**src/rtl/tpat_pkg.sv**
```systemverilog
package tpat_pkg;

  localparam int MODE_BITS = 4;

  typedef enum logic [MODE_BITS-1:0] {
    MODE_LIVE     = 4'd0,
    MODE_MID      = 4'd1,
    MODE_POS_FS   = 4'd2,
    MODE_NEG_FS   = 4'd3,
    MODE_CHECKER  = 4'd4,
    MODE_PN_LONG  = 4'd5,
    MODE_PN_SHORT = 4'd6,
    MODE_TOGGLE   = 4'd7
  } tmode_e;

endpackage

```
**src/rtl/tpat_prbs.sv**
```systemverilog
module tpat_prbs #(
  parameter int STATE_W = 9,
  parameter int TAP     = 5,
  parameter int WORD_W  = 14
) (
  input  logic               clk,
  input  logic               rst_n,
  input  logic               hold,
  output logic [WORD_W-1:0]  word,
  output logic [STATE_W-1:0] state
);

  localparam logic [STATE_W-1:0] SEED = '1;

  // Advance the recurrence WORD_W steps; the earliest new bit ends up in the word MSB.
  function automatic logic [STATE_W+WORD_W-1:0] run_chunk(input logic [STATE_W-1:0] s_in);
    logic [STATE_W-1:0] s;
    logic [WORD_W-1:0]  w;
    logic               nb;
    s = s_in;
    w = '0;
    for (int i = 0; i < WORD_W; i++) begin
      nb = s[STATE_W-1] ^ s[TAP-1];
      w  = {w[WORD_W-2:0], nb};
      s  = {s[STATE_W-2:0], nb};
    end
    return {s, w};
  endfunction

  logic [STATE_W-1:0] src_state;
  logic [STATE_W-1:0] nxt_state;

  assign src_state = hold ? SEED : state;
  assign {nxt_state, word} = run_chunk(src_state);

  always_ff @(posedge clk or negedge rst_n) begin
    if (!rst_n) begin
      state <= SEED;
    end else begin
      state <= hold ? SEED : nxt_state;
    end
  end

endmodule

```
**src/rtl/tpat_select.sv**
```systemverilog
module tpat_select
  import tpat_pkg::*;
#(
  parameter int DATA_W = 14
) (
  input  logic [MODE_BITS-1:0] mode,
  input  logic [DATA_W-1:0]    live_sample,
  input  logic [DATA_W-1:0]    short_word,
  input  logic [DATA_W-1:0]    long_word,
  input  logic                 alt_phase,
  output logic [DATA_W-1:0]    raw_word,
  output logic                 use_fmt
);

  localparam logic [DATA_W-1:0] MID_CODE = {1'b1, {(DATA_W-1){1'b0}}};

  function automatic logic [DATA_W-1:0] checker_word(input logic ph);
    logic [DATA_W-1:0] w;
    for (int i = 0; i < DATA_W; i++) begin
      w[i] = (i % 2 == 1) ^ ph;
    end
    return w;
  endfunction

  always_comb begin
    raw_word = '0;
    use_fmt  = 1'b0;
    case (mode)
      MODE_LIVE:     begin raw_word = live_sample; use_fmt = 1'b1; end
      MODE_MID:      begin raw_word = MID_CODE;    use_fmt = 1'b1; end
      MODE_POS_FS:   begin raw_word = '1;          use_fmt = 1'b1; end
      MODE_NEG_FS:   begin raw_word = '0;          use_fmt = 1'b1; end
      MODE_CHECKER:  raw_word = checker_word(alt_phase);
      MODE_PN_LONG:  begin raw_word = long_word;   use_fmt = 1'b1; end
      MODE_PN_SHORT: begin raw_word = short_word;  use_fmt = 1'b1; end
      MODE_TOGGLE:   raw_word = {DATA_W{alt_phase}};
      default:       raw_word = '0;
    endcase
  end

endmodule

```
**src/rtl/tpat_format.sv**
```systemverilog
module tpat_format #(
  parameter int DATA_W = 14
) (
  input  logic [DATA_W-1:0] raw_word,
  input  logic              use_fmt,
  input  logic              twos_fmt,
  output logic [DATA_W-1:0] fmt_word
);

  function automatic logic [DATA_W-1:0] offset_to_twos(input logic [DATA_W-1:0] v);
    return {~v[DATA_W-1], v[DATA_W-2:0]};
  endfunction

  assign fmt_word = (use_fmt && twos_fmt) ? offset_to_twos(raw_word) : raw_word;

endmodule

```
**src/rtl/tpat_injector.sv**
```systemverilog
module tpat_injector
  import tpat_pkg::*;
#(
  parameter int DATA_W    = 14,
  parameter int TAIL_W    = 2,
  parameter int SHORT_LEN = 9,
  parameter int SHORT_TAP = 5,
  parameter int LONG_LEN  = 23,
  parameter int LONG_TAP  = 18
) (
  input  logic                        clk,
  input  logic                        rst_n,
  input  logic [DATA_W-1:0]           live_sample,
  input  logic [MODE_BITS-1:0]        mode,
  input  logic                        twos_fmt,
  input  logic                        hold_long,
  input  logic                        hold_short,
  output logic [DATA_W+TAIL_W-1:0]    sample_out
);

  localparam int OUT_W = DATA_W + TAIL_W;

  logic [DATA_W-1:0]    short_word;
  logic [DATA_W-1:0]    long_word;
  logic [DATA_W-1:0]    raw_word;
  logic [DATA_W-1:0]    fmt_word;
  logic [SHORT_LEN-1:0] short_state;
  logic [LONG_LEN-1:0]  long_state;
  logic                 use_fmt;
  logic                 alt_phase;

  tpat_prbs #(.STATE_W(SHORT_LEN), .TAP(SHORT_TAP), .WORD_W(DATA_W)) u_short (
    .clk   (clk),
    .rst_n (rst_n),
    .hold  (hold_short),
    .word  (short_word),
    .state (short_state)
  );

  tpat_prbs #(.STATE_W(LONG_LEN), .TAP(LONG_TAP), .WORD_W(DATA_W)) u_long (
    .clk   (clk),
    .rst_n (rst_n),
    .hold  (hold_long),
    .word  (long_word),
    .state (long_state)
  );

  always_ff @(posedge clk or negedge rst_n) begin
    if (!rst_n) begin
      alt_phase <= 1'b0;
    end else begin
      alt_phase <= ~alt_phase;
    end
  end

  tpat_select #(.DATA_W(DATA_W)) u_sel (
    .mode        (mode),
    .live_sample (live_sample),
    .short_word  (short_word),
    .long_word   (long_word),
    .alt_phase   (alt_phase),
    .raw_word    (raw_word),
    .use_fmt     (use_fmt)
  );

  tpat_format #(.DATA_W(DATA_W)) u_fmt (
    .raw_word (raw_word),
    .use_fmt  (use_fmt),
    .twos_fmt (twos_fmt),
    .fmt_word (fmt_word)
  );

  always_ff @(posedge clk or negedge rst_n) begin
    if (!rst_n) begin
      sample_out <= '0;
    end else begin
      sample_out <= {fmt_word, {TAIL_W{1'b0}}};
    end
  end

endmodule

```
**config.mk**
```make
export PLATFORM = sky130hd
export DESIGN_NAME = tpat_injector
export DESIGN_NICKNAME = d
export VERILOG_FILES = /design/src/rtl/tpat_pkg.sv /design/src/rtl/tpat_prbs.sv /design/src/rtl/tpat_select.sv /design/src/rtl/tpat_format.sv /design/src/rtl/tpat_injector.sv
export SDC_FILE = /design/constraint.sdc
export NUM_CORES = 1
export LEC_CHECK = 0
export BUFFER_PORTS_ARGS = -buffer_cell sky130_fd_sc_hd__buf_2
export CAP_MARGIN = 20
export CORE_AREA = 5 5 57 109
export DETAILED_ROUTE_END_ITERATION = 10
export DIE_AREA = 0 0 62 114
export GPL_TIMING_DRIVEN = 0
export RECOVER_POWER = 100
export SKIP_CTS_REPAIR_TIMING = 1
export SLEW_MARGIN = 0
export SYNTH_ARGS = -nofsm -noshare
export SYNTH_HDL_FRONTEND = slang
export SYNTH_SLANG_ARGS = --single-unit
```
**constraint.sdc**
```tcl
create_clock -name clk -period 3.35 [get_ports clk]
set_input_delay 0 -clock clk [delete_from_list [all_inputs] [get_ports clk]]
set_output_delay 0 -clock clk [all_outputs]
set_load 0.03 [all_outputs]
```
Word-level counts from Yosys, hierarchy flattened

Index checks and enable logic that the tools add are counted.

Divide/modulo/power cells: 0
Magnitude comparators: 0
Mux-type cells: 7
Bitwise logic cells: 30
Eq/ne operators: 7
Multipliers: 0
Add/subtract/negate cells: 0
Shifts and indexed selects: 0
Reduce and logical (&&, ||, !) cells: 3

Operators by type and width:

| operator                                                              | count |
|---|---|
| 14-bit one-hot mux with 7 select lines                                | 1 |
| 23-bit two-way mux                                                    | 2 |
| 1-bit bitwise XOR                                                     | 28 |
| 9-bit two-way mux                                                     | 2 |
| 4-bit by 3-bit equality test with 1-bit output, second input constant | 4 |
| 14-bit two-way mux                                                    | 1 |
| 4-bit by 2-bit equality test with 1-bit output, second input constant | 2 |
| 6-bit OR reduction                                                    | 1 |
| 4-bit by 1-bit equality test with 1-bit output, second input constant | 1 |
| 4-bit logical NOT                                                     | 1 |
| 1-bit inverter                                                        | 2 |
| 1-bit logical AND                                                     | 1 |
| 1-bit two-way mux                                                     | 1 |

Memory bits (writable): 0
Memory bits (read-only): 0
Bits in latches: 0
Bits in registers: 47
Input port bits: 23
Memories: 0
Output and inout port bits: 16
Logic and storage cells: 51

Logic depth before layout (Yosys ltp)

Gate-level depths: netlist of run 1.

Word-level depth: 7
Gate-level depth with buffers: 6
Mapped depth without buffers: 4

Modules after synthesis

A second synthesis of run 1 with hierarchy kept.

Cells, all modules: 225
Area total of the unflattened synthesis: 2,543.7 um^2

By module, submodules not included:

| module               | cells each | seq. area each (um^2) | instances | area an instance (um^2) |
|---|---|---|---|---|
| tpat_prbs at u_long  | 78         | 604.3                 | 1         | 962.2 |
| tpat_prbs at u_short | 56         | 236.5                 | 1         | 598.1 |
| tpat_select          | 57         | 0.0                   | 1         | 475.5 |
| tpat_injector        | 19         | 375.4                 | 1         | 397.9 |
| tpat_format          | 15         | 0.0                   | 1         | 110.1 |

Least setup slack after synthesis of run 1

Ideal clock, no wire load.

Path kind: reg-to-reg
From: register u_short.state[3]
To: register sample_out[9]
Period minus slack after synthesis: 1.294 ns
Setup time: 0.135 ns
Cell stages (with the launch flop): 6
Path buffers: 1
Arrival time: 1.159 ns
Slack: 2.056 ns
Required time: 3.215 ns
Cells stage by stage: dfstp_2 > clkbuf_2 > xnor3_1 > nand2b_1 > a22oi_1 > nand3_1

Longest elaborated chain between the ends: 5

Ends and longest elaborated chain:

| what                                   | RTL line            | source |
|---|---|---|
| start, declared                        | tpat_prbs.sv:10     | `output logic [STATE_W-1:0] state` |
| start signal, assigned                 | tpat_prbs.sv:40     | `state <= hold ? SEED : nxt_state;` |
| 9-bit two-way mux                      | tpat_prbs.sv:33     | `assign src_state = hold ? SEED : state;` |
| 1-bit bitwise XOR (2 in a row)         | tpat_prbs.sv:23     | `nb = s[STATE_W-1] ^ s[TAP-1];` |
| 14-bit one-hot mux with 7 select lines | tpat_select.sv:28   | `case (mode)` |
| 14-bit two-way mux                     | tpat_format.sv:14   | `assign fmt_word = (use_fmt && twos_fmt) ? offset_to_twos(raw_word) : raw_word;` |
| named net fmt_word[7]                  | tpat_injector.sv:26 | `logic [DATA_W-1:0] fmt_word;` |
| end signal, assigned                   | tpat_injector.sv:77 | `sample_out <= {fmt_word, {TAIL_W{1'b0}}};` |
| end, declared                          | tpat_injector.sv:18 | `output logic [DATA_W+TAIL_W-1:0] sample_out` |

The timed path passes the listed nets, and every way through them passes these cells.

Worst setup path in the final report of run 1

From: input port mode[3]
To: register sample_out[7]

Longest elaborated chain between the ends: 3
Elaborated cells on any way between the ends: 9
Those cells by class: 6 x eq/ne; 2 x mux; 1 x reduce/logical

Ends and longest elaborated chain:

| what                                                                   | RTL line            | source |
|---|---|---|
| start, declared                                                        | tpat_injector.sv:14 | `input logic [MODE_BITS-1:0] mode,` |
| 4-bit by 3-bit equality test with 1-bit output (tied with other cells) | tpat_select.sv:28   |  |
| 14-bit one-hot mux with 7 select lines (*)                             | tpat_select.sv:28   |  |
| 14-bit two-way mux (*)                                                 | tpat_format.sv:14   |  |
| named net fmt_word[5]                                                  | tpat_injector.sv:26 |  |

The timed path passes the listed nets; every way through them passes the cells marked *.

==> impl_summary.md, run 1 <==
Final layout
At the end of the flow, the number of nets in the layout was ~270. 0 antenna diodes ended up in the layout. The layout overhead on the synthesized area is 19.7%. Leaving out filler cells and counting taps, the final layout contains 306. The area of all placed cells without fillers is approximately 2700 um^2.

In the final layout, the share of cells above drive strength 1 is between 20% and 30%.

STA
The final cycle utilization of the critical path is around 58%. Timing would allow up to ~0.5 GHz. The clock arrives with around 7.6 ps of skew. The worst slack on hold paths is ~18 ps.

The slew at the pin closest to its max-slew limit is 982 ps. The relative slew slack is roughly a third. The number of endpoints failing setup at the final stage is 0. The number of max-slew violations in the final report is 0. The worst path meets setup with 1410 ps of slack.

The number of hold violations in the final report is 0. The sum of negative setup slack is 0 ps. The minimum clock period after layout is 1940 ps. Setup repair after global routing left no endpoint under its margin.

Setup path
The highest fanout seen on the critical path is 10. The cell at the slowest stage of the critical path is dlygate4sd3_1. The required time of the critical path is between 3000 and 4000 ps. The worst-case register-to-register setup slack is 1800 ps.

STA classifies the critical path endpoint as a register. The critical path goes through dlygate4sd3_1 -> clkbuf_1 -> nand2b_1 -> nor3_1 -> clkbuf_1 -> a22oi_1 -> nand3_1. The type of the worst setup path is input pin to register. The most numerous cell type found on the critical path is clkbuf_1. The worst path buffer plus inverter count is 3. Data arrives at the worst endpoint at 2170 ps. The startpoint kind of the worst setup timing path is an input pin. Grouping stages by cell kind, the critical path spends the most delay in buffers and inverters. For this run, the slowest stage of the critical path takes approximately 540 ps.

Detailed routing
The routed via count is 1505. The total wire length is between 4000 and 5000 um. The count of nets left with antenna violations after detail routing is 0. For this run, design rule violations remaining after detail routing come to 0. Dividing the detail-routed wire length by the instance count gives 15.3 um. The detailed router finished its first iteration with 25 violations. The number of search-and-repair iterations in the first detailed-routing pass is 4. After detailed routing, the number of vias per cell comes to 4.92.

Synthesis
The count of different cell masters after synthesis is 36. The register bit total from synthesis is 47. The average instance in the mapped netlist occupies around 12 um^2.

The share of synthesized flip-flops with an asynchronous set or reset is 100%. Among all flip-flop cells after synthesis, the most frequent one is dfstp_2. The number of standard cells after synthesis is 188. For this run, the number of Yosys warnings is 0. The summed instance area of the synthesized netlist is 2280 um^2. The part of the Yosys area used for sequential elements is between 50% and 60%.

The number of enable-type register cells in the synthesized netlist is 0.

Floorplanning
The floorplan step set the die height to roughly 110 um. Measured along the x axis, the die boundary spans 62 um. The initial cell density of the core is a little over two fifths. The number of top-level design ports is 39. The floorplan step defined a die boundary enclosing about 7100 um^2.

The core region is approximately 5300 um^2. The floorplan row count is 38.

Placed design
Once placement finished, the instance area stood at 2530 um^2. The placed wire-length estimate is ~3500 um. The congestion estimate from routability-driven global placement came to about 0.84. The number of cells in the design after placement is ~280. The number of port buffers is 35.

The worst slack at placement is about 1900 ps.

Global route
The global-route wire length before repair is 7410 um. The initial antenna violation count is 0. For this run the aggregate overflow at the end of global routing stands at 0. Global routing used roughly 14% of the available tracks. The number of global-route vias before repair was between 1.5k and 2k. The largest net degree at the start of global routing is 48.

Clocking
For the worst-skew pair, the clock arrives at the later sink with an insertion delay of 300 ps. The CTS tree is done. The maximum buffer depth of the clock tree is 2. The clock tree root driver cell is clkbuf_8. The tree built by TritonCTS fans out to 47 sinks. The CTS clock-pin slew for the worst setup and hold paths is 80 ps. The H-tree depth is 2. The number of clock buffers added by TritonCTS is 5.

Pwr
Dividing total power by cell area gives a power density of ~590 nW/um^2. The maximum vdd ir drop is between 0.5 and 0.6 mV. The static leakage power is 1.21 nW.

Run
Across the run, the number of max-cap violations was 0.

Run status
The run finished with clean final reports.

Worst hold path
The worst min-delay path class is input pin to register.
[report_power, final]
| group | internal (mW) | switching [mW] |
|---|---|---|
| registers | 0.701 | 0.0714 |
| clock network | 0.188 | 0.178 |
| logic | 0.270 | 0.216 |
[cells in the final DEF, fill, tap and decap left out, drive strengths merged]
| cell | synthesis | routed |
|---|---|---|
| a21oi | 5 | 5 |
| a221oi | 1 | 1 |
| a222oi | 2 | 2 |
| a22oi | 11 | 11 |
| a311oi | 1 | 1 |
| and4 | 1 | 1 |
| buf | 8 | 26 |
| clkbuf | 4 | 29 |
| conb | 1 | 2 |
| dfrtp | 15 | 15 |
| dfstp | 32 | 32 |
| dlygate4sd3 | 0 | 14 |
| inv | 3 | 3 |
| nand2 | 12 | 12 |
| nand2b | 13 | 13 |
| nand3 | 12 | 12 |
| nand3b | 1 | 1 |
| nor2 | 2 | 2 |
| nor3 | 2 | 2 |
| nor4 | 2 | 2 |
| o211ai | 1 | 1 |
| o21a | 1 | 1 |
| o21ai | 2 | 2 |
| o21bai | 2 | 2 |
| or2 | 23 | 23 |
| or2b | 1 | 1 |
| or3b | 1 | 1 |
| xnor2 | 2 | 2 |
| xnor3 | 8 | 8 |
| xor2 | 19 | 19 |
[Yosys cell counts, types with 3 or more instances]
library cell	count	share of area [%]
buf_2	5	1.1
inv_1	3	0.49
or2_1	4	1.1
or2_2	19	5.2
a21oi_1	4	0.88
nand2b_1	12	3.3
xnor3_1	8	7.9
dfstp_2	32	37
clkbuf_1	3	0.49
nand3_1	12	2.6
xor2_1	19	7.3
nand2_1	12	2.0
buf_4	3	0.99
dfrtp_1	15	16
a22oi_1	11	3.6
[kinds of logic after synthesis]
kind of cell | share of synthesized area (%)
DFF | 53.3
buffers and inverters | 3.29
xor gates and xnor gates | 16.0
AOI/OAI and AO/OA | 9.11
and+or+nand+nor | 18.2
other | 0.164
[per-stage QoR]
stage          utilization (%)  power, mW
6_report                  51.3       1.62
5_1_grt                   51.3       1.71
3_3_place_gp              47.6       1.28
4_1_cts                   49.5       1.66
3_5_place_dp              47.6       1.28
2_1_floorplan                -       1.17
[flip-flops by register name, indices dropped and copies added, names as in the netlist]
signal,flops
u_short.state,9
sample_out,14
alt_phase,1
u_long.state,23
[routing by layer]
metal	GRT usage [%]	up-vias	wire length, um
met1	16.3	723	1920
met3	3.51	9	176
li1	-	743	-
met4	5.81	0	83
met2	23.6	30	2510
met5	0	-	0
[final cells by class]
| class | count | area (um^2) |
|---|---|---|
| Fill cell | 514 | 2590 |
| Sequential cell | 47 | 1220 |
| Multi-Input combinational cell | 127 | 975 |
| Timing Repair Buffer | 49 | 297 |
| Clock buffer | 8 | 100 |
| Tap cell | 60 | 75.1 |
| Buffer | 12 | 57.6 |
| Inverter | 3 | 11.3 |
[worst paths after layout]
kind | startpoint | to | cells after the start
max | mode[3] | sample_out[7] | 7
min | hold_long | u_long.state[1] | 2
max reg2reg | u_short.state[3] | sample_out[4] | 5
min reg2reg | alt_phase | alt_phase | 1
max in group asynchronous | rst_n | sample_out[3] | 2
min in group asynchronous | rst_n | sample_out[2] | 2
(Power assumes the default switching activity.)
==> run 2: changes to the inputs <==
Settings changed: ABC_AREA from default to 1, CORE_AREA 5 5 57 109 to 5 5 58 111, DIE_AREA 0 0 62 114 to 0 0 63 116.
Clock period 3.35 ns to 2 ns, I/O delays scaled along.
==> impl_summary.md, run 2 <==
Run status
Run status: finished clean (unchanged).

Synthesis
Cell types with the highest counts after synthesis: nand2_1 (79), dfstp_2 (32), nor2_1 (26) (was dfstp_2 (32), or2_2 (19), xor2_1 (19)). The share of synthesized flip-flops with an asynchronous set or reset came to 100% (unchanged). The count of different cell masters after synthesis is 29 (was 36). The count of synthesis-stage warnings from yosys is 0 (unchanged). The number of standard cells after synthesis is 278 (was 188). The most repeated cell in the gate-level netlist after synthesis is nand2_1 (was dfstp_2). The synthesized area divided by synthesized cell count came to 8.43 um^2 (was 12.1 um^2). Synth area leaders: dfstp_2 (36%), dfrtp_1 (16%), nand2_1 (13%) (was dfstp_2 (37%), dfrtp_1 (16%), xnor3_1 (7.9%)). The area share of the largest cell type after synthesis is 35.9% (was 36.9%). The register bit total from synthesis was 47 (unchanged). The number of enable-type register cells in the synthesized netlist was 0 (unchanged).

The most used flip-flop cell after synthesis was dfstp_2 (unchanged). The cell taking the most area after synthesis was dfstp_2 (unchanged). The part of the Yosys area used for sequential elements came to 51.9% (was 53.3%). The summed instance area of the synthesized netlist is 2340 um^2 (was 2280 um^2).

Setup path
The startpoint kind of the worst setup timing path is a register (was input pin). The required time of the critical path came to 2170 ps (was 3580 ps). The type of the worst setup path was register to register (was input pin to register).

The capturing element type of the critical path was a register (unchanged). The worst-case register-to-register setup slack came to 590 ps (was 1800 ps). The highest fanout seen on the critical path is 4 (was 10).

The arrival time at the worst endpoint is 1580 ps (was 2170 ps).

Placed design
The number of cells in the design after placement is 374 (was 284). The number of port buffers is 35 (unchanged). The weighted congestion at the end of routability-driven global placement is 0.922 (was 0.840). The placed wire-length estimate was 4270 um (was 3490 um). The worst slack at placement is 629 ps (was 1910 ps). The placed cell area is 2600 um^2 (was 2530 um^2).

Final layout
The core utilization of the finished layout came to 50.8% (was 51.3%). Largest registers in the final layout: u_long.state x23, sample_out x14, u_short.state x9 (unchanged). The proportion of layout cells with a drive suffix above 1 is 24.3% (was 29.3%). The area taken by flip-flops and latches is 1220 um^2 (unchanged). The leading cell type in the layout, fill and taps excluded is nand2_1 (was buf_2). The non-filler instance count after layout is 393 (was 306). The combined area of the multi-input logic cells is 952 um^2 (was 975 um^2). Most used cells in the layout excluding fill and tap cells: nand2_1 (80), nor2_1 (26), inv_1 (25) (was buf_2 (24), clkbuf_1 (22), xor2_1 (19), or2_2 (19), dfstp_1 (18)).

The fill cell instance count of the final layout is 550 (was 514). The area of all placed cells without fillers is 2780 um^2 (was 2730 um^2). The number of flip-flops in the largest register was 23 (unchanged). The register with the most flip-flops is u_long.state (unchanged).

The layout overhead on the synthesized area is 18.4% (was 19.7%). The number of antenna cells inserted was 0 (unchanged). The total number of nets in the final design was 355 (was 268).

Detailed routing
The routed via count is 1884 (was 1505). The number of search-and-repair iterations in the first detailed-routing pass is 4 (unchanged). The routed wire length per instance is 13.6 um (was 15.3 um). The violation count after the first detailed-route iteration is 39 (was 25). The total wire length came to 5360 um (was 4690 um).

The post-detailed-route via-to-cell ratio is 4.79 (was 4.92). The count of nets left with antenna violations after detail routing is 0 (unchanged). The number of DRC violations after detailed routing was 0 (unchanged).

STA
The slew at the pin closest to its max-slew limit is 1050 ps (was 982 ps). The sum of negative setup slack came to 0 ps (unchanged). The final setup skew is 7.55 ps (was 7.63 ps). The minimum clock period after layout is 1410 ps.

The number of endpoints failing setup at the final stage came to 0 (unchanged). The number of max-slew violations in the final report is 0 (unchanged). The final cycle utilization of the critical path is 70.3%. The number of hold violations in the final report was 0 (unchanged). Setup repair after global routing missed its margin: no (unchanged). The relative slew slack was 30.3% (was 34.5%). The maximum achievable frequency is 0.711 GHz. The worst setup slack after layout is 594 ps (was 1410 ps).

Global route
The initial antenna violation count is 0 (unchanged). The largest net degree at the start of global routing was 48 (unchanged). The aggregate global-route resource usage was 15.0% (was 14.1%). The global-route wire length before repair is 8600 um (was 7410 um). The number of global-route vias before repair was 1972 (was 1561).

The remaining global-route overflow was 0 (unchanged).

Clocking
The CTS tree is done (unchanged). The clock tree root driver cell is clkbuf_8 (unchanged). The CTS clock-pin slew for the worst setup and hold paths is 80 ps (about the same). The H-tree depth was 2 (unchanged). The clock insertion delay at the later pin of the skew report was 290 ps (was 300 ps). The number of buffers inserted during clock tree synthesis is 5 (unchanged). The maximum buffer depth of the clock tree is 2 (unchanged). The number of sinks on the clock net is 47 (unchanged).

Floorplanning
The core area is 5470 um^2 (was 5330 um^2). The number of top-level design ports is 39 (unchanged). The floorplan row count is 38 (unchanged). The y dimension of the die is 116 um (was 114 um). The horizontal die dimension is 63 um (was 62 um).

The die outline area is 7310 um^2 (was 7070 um^2). The initial cell density of the core is 42.9% (was 42.8%).

Pwr
The power per unit of standard cell area was 939 nW/um^2 (was 595 nW/um^2). The static leakage power is 1.37 nW (was 1.21 nW). The maximum vdd ir drop is 0.643 mV (was 0.510 mV).

Run
The count of maximum capacitance violations is 0 (unchanged).

Worst hold path
The worst min-delay path class is input pin to register (unchanged).
## run 2: changes by cell type after synthesis, moves of 5 or more
cell and delta:
nand2_1 +67, nor2_1 +24, inv_1 +22, nand2b_1 -12, xor2_1 -12, a22oi_1 -11
inv_2 +8, nand3_1 +8, xnor3_1 -8, nand4_1 +7, a21oi_1 +6, nor2_2 +5
or2_2 -5
## run 2: worst paths after layout
check / start / end / cells after the start
setup / recovery: u_short.state[4] / sample_out[6] / 6
hold / removal: live_sample[4] / sample_out[6] / 5
setup reg to reg: u_short.state[4] / sample_out[6] / 6
hold reg to reg: alt_phase / alt_phase / 1
max in group asynchronous: rst_n / sample_out[10] / 3
min in group asynchronous: rst_n / alt_phase / 2
## run 2: cell type report
type                            count  area share (%)
Clock buffer                        8            3.61
Tap cell                           60            2.71
Timing Repair Buffer               46            9.42
Inverter                           33            4.46
Multi-Input combinational cell    193            34.3
Buffer                              6            1.67
Sequential cell                    47            43.8
## run 2: kinds of logic (layout without fill, tap and decap cells)
logic type      Yosys count  count (layout)  synth area share (%)
simple gates            164             164                  32.8
other cells               1               2                 0.160
compound gates           14              14                  3.10
buf+inv                  39              93                  7.26
flops                    47              47                  51.9
xor+xnor                 13              13                  4.86
## run 2: report_power, final
group / leakage [nW] / switching, mW / internal (mW)
Sequential: 0.517 / 0.0933 / 1.18
Clock: 0.0515 / 0.296 / 0.316
Combinational: 0.802 / 0.471 / 0.246
Total: 1.37 / 0.860 / 1.75
## run 2: per-stage QoR
step                hold WS (ps)  power, mW
floorplan                   -296       1.83
global placement             233       2.03
detailed placement           232       2.04
CTS                        -93.4       2.67
global route                56.8       2.79
finish                      40.4       2.61
## run 2: layer usage
metal	part of all wire, %	GRT usage [%]	up-vias	wire length (um)
met3	2.8	3.10	8	152
met4	2.0	6.80	0	108
met1	37	14.3	885	1990
li1	-	-	962	-
met5	0	0	-	0
met2	58	29.6	29	3110
## run 2: critical path: stages (launching register included)
cell and delay (ps):
dfstp_1 560, inv_1 80, nand2_1 120, nand3_1 130, or2_0 280, nand3_2 70
nand2_1 50
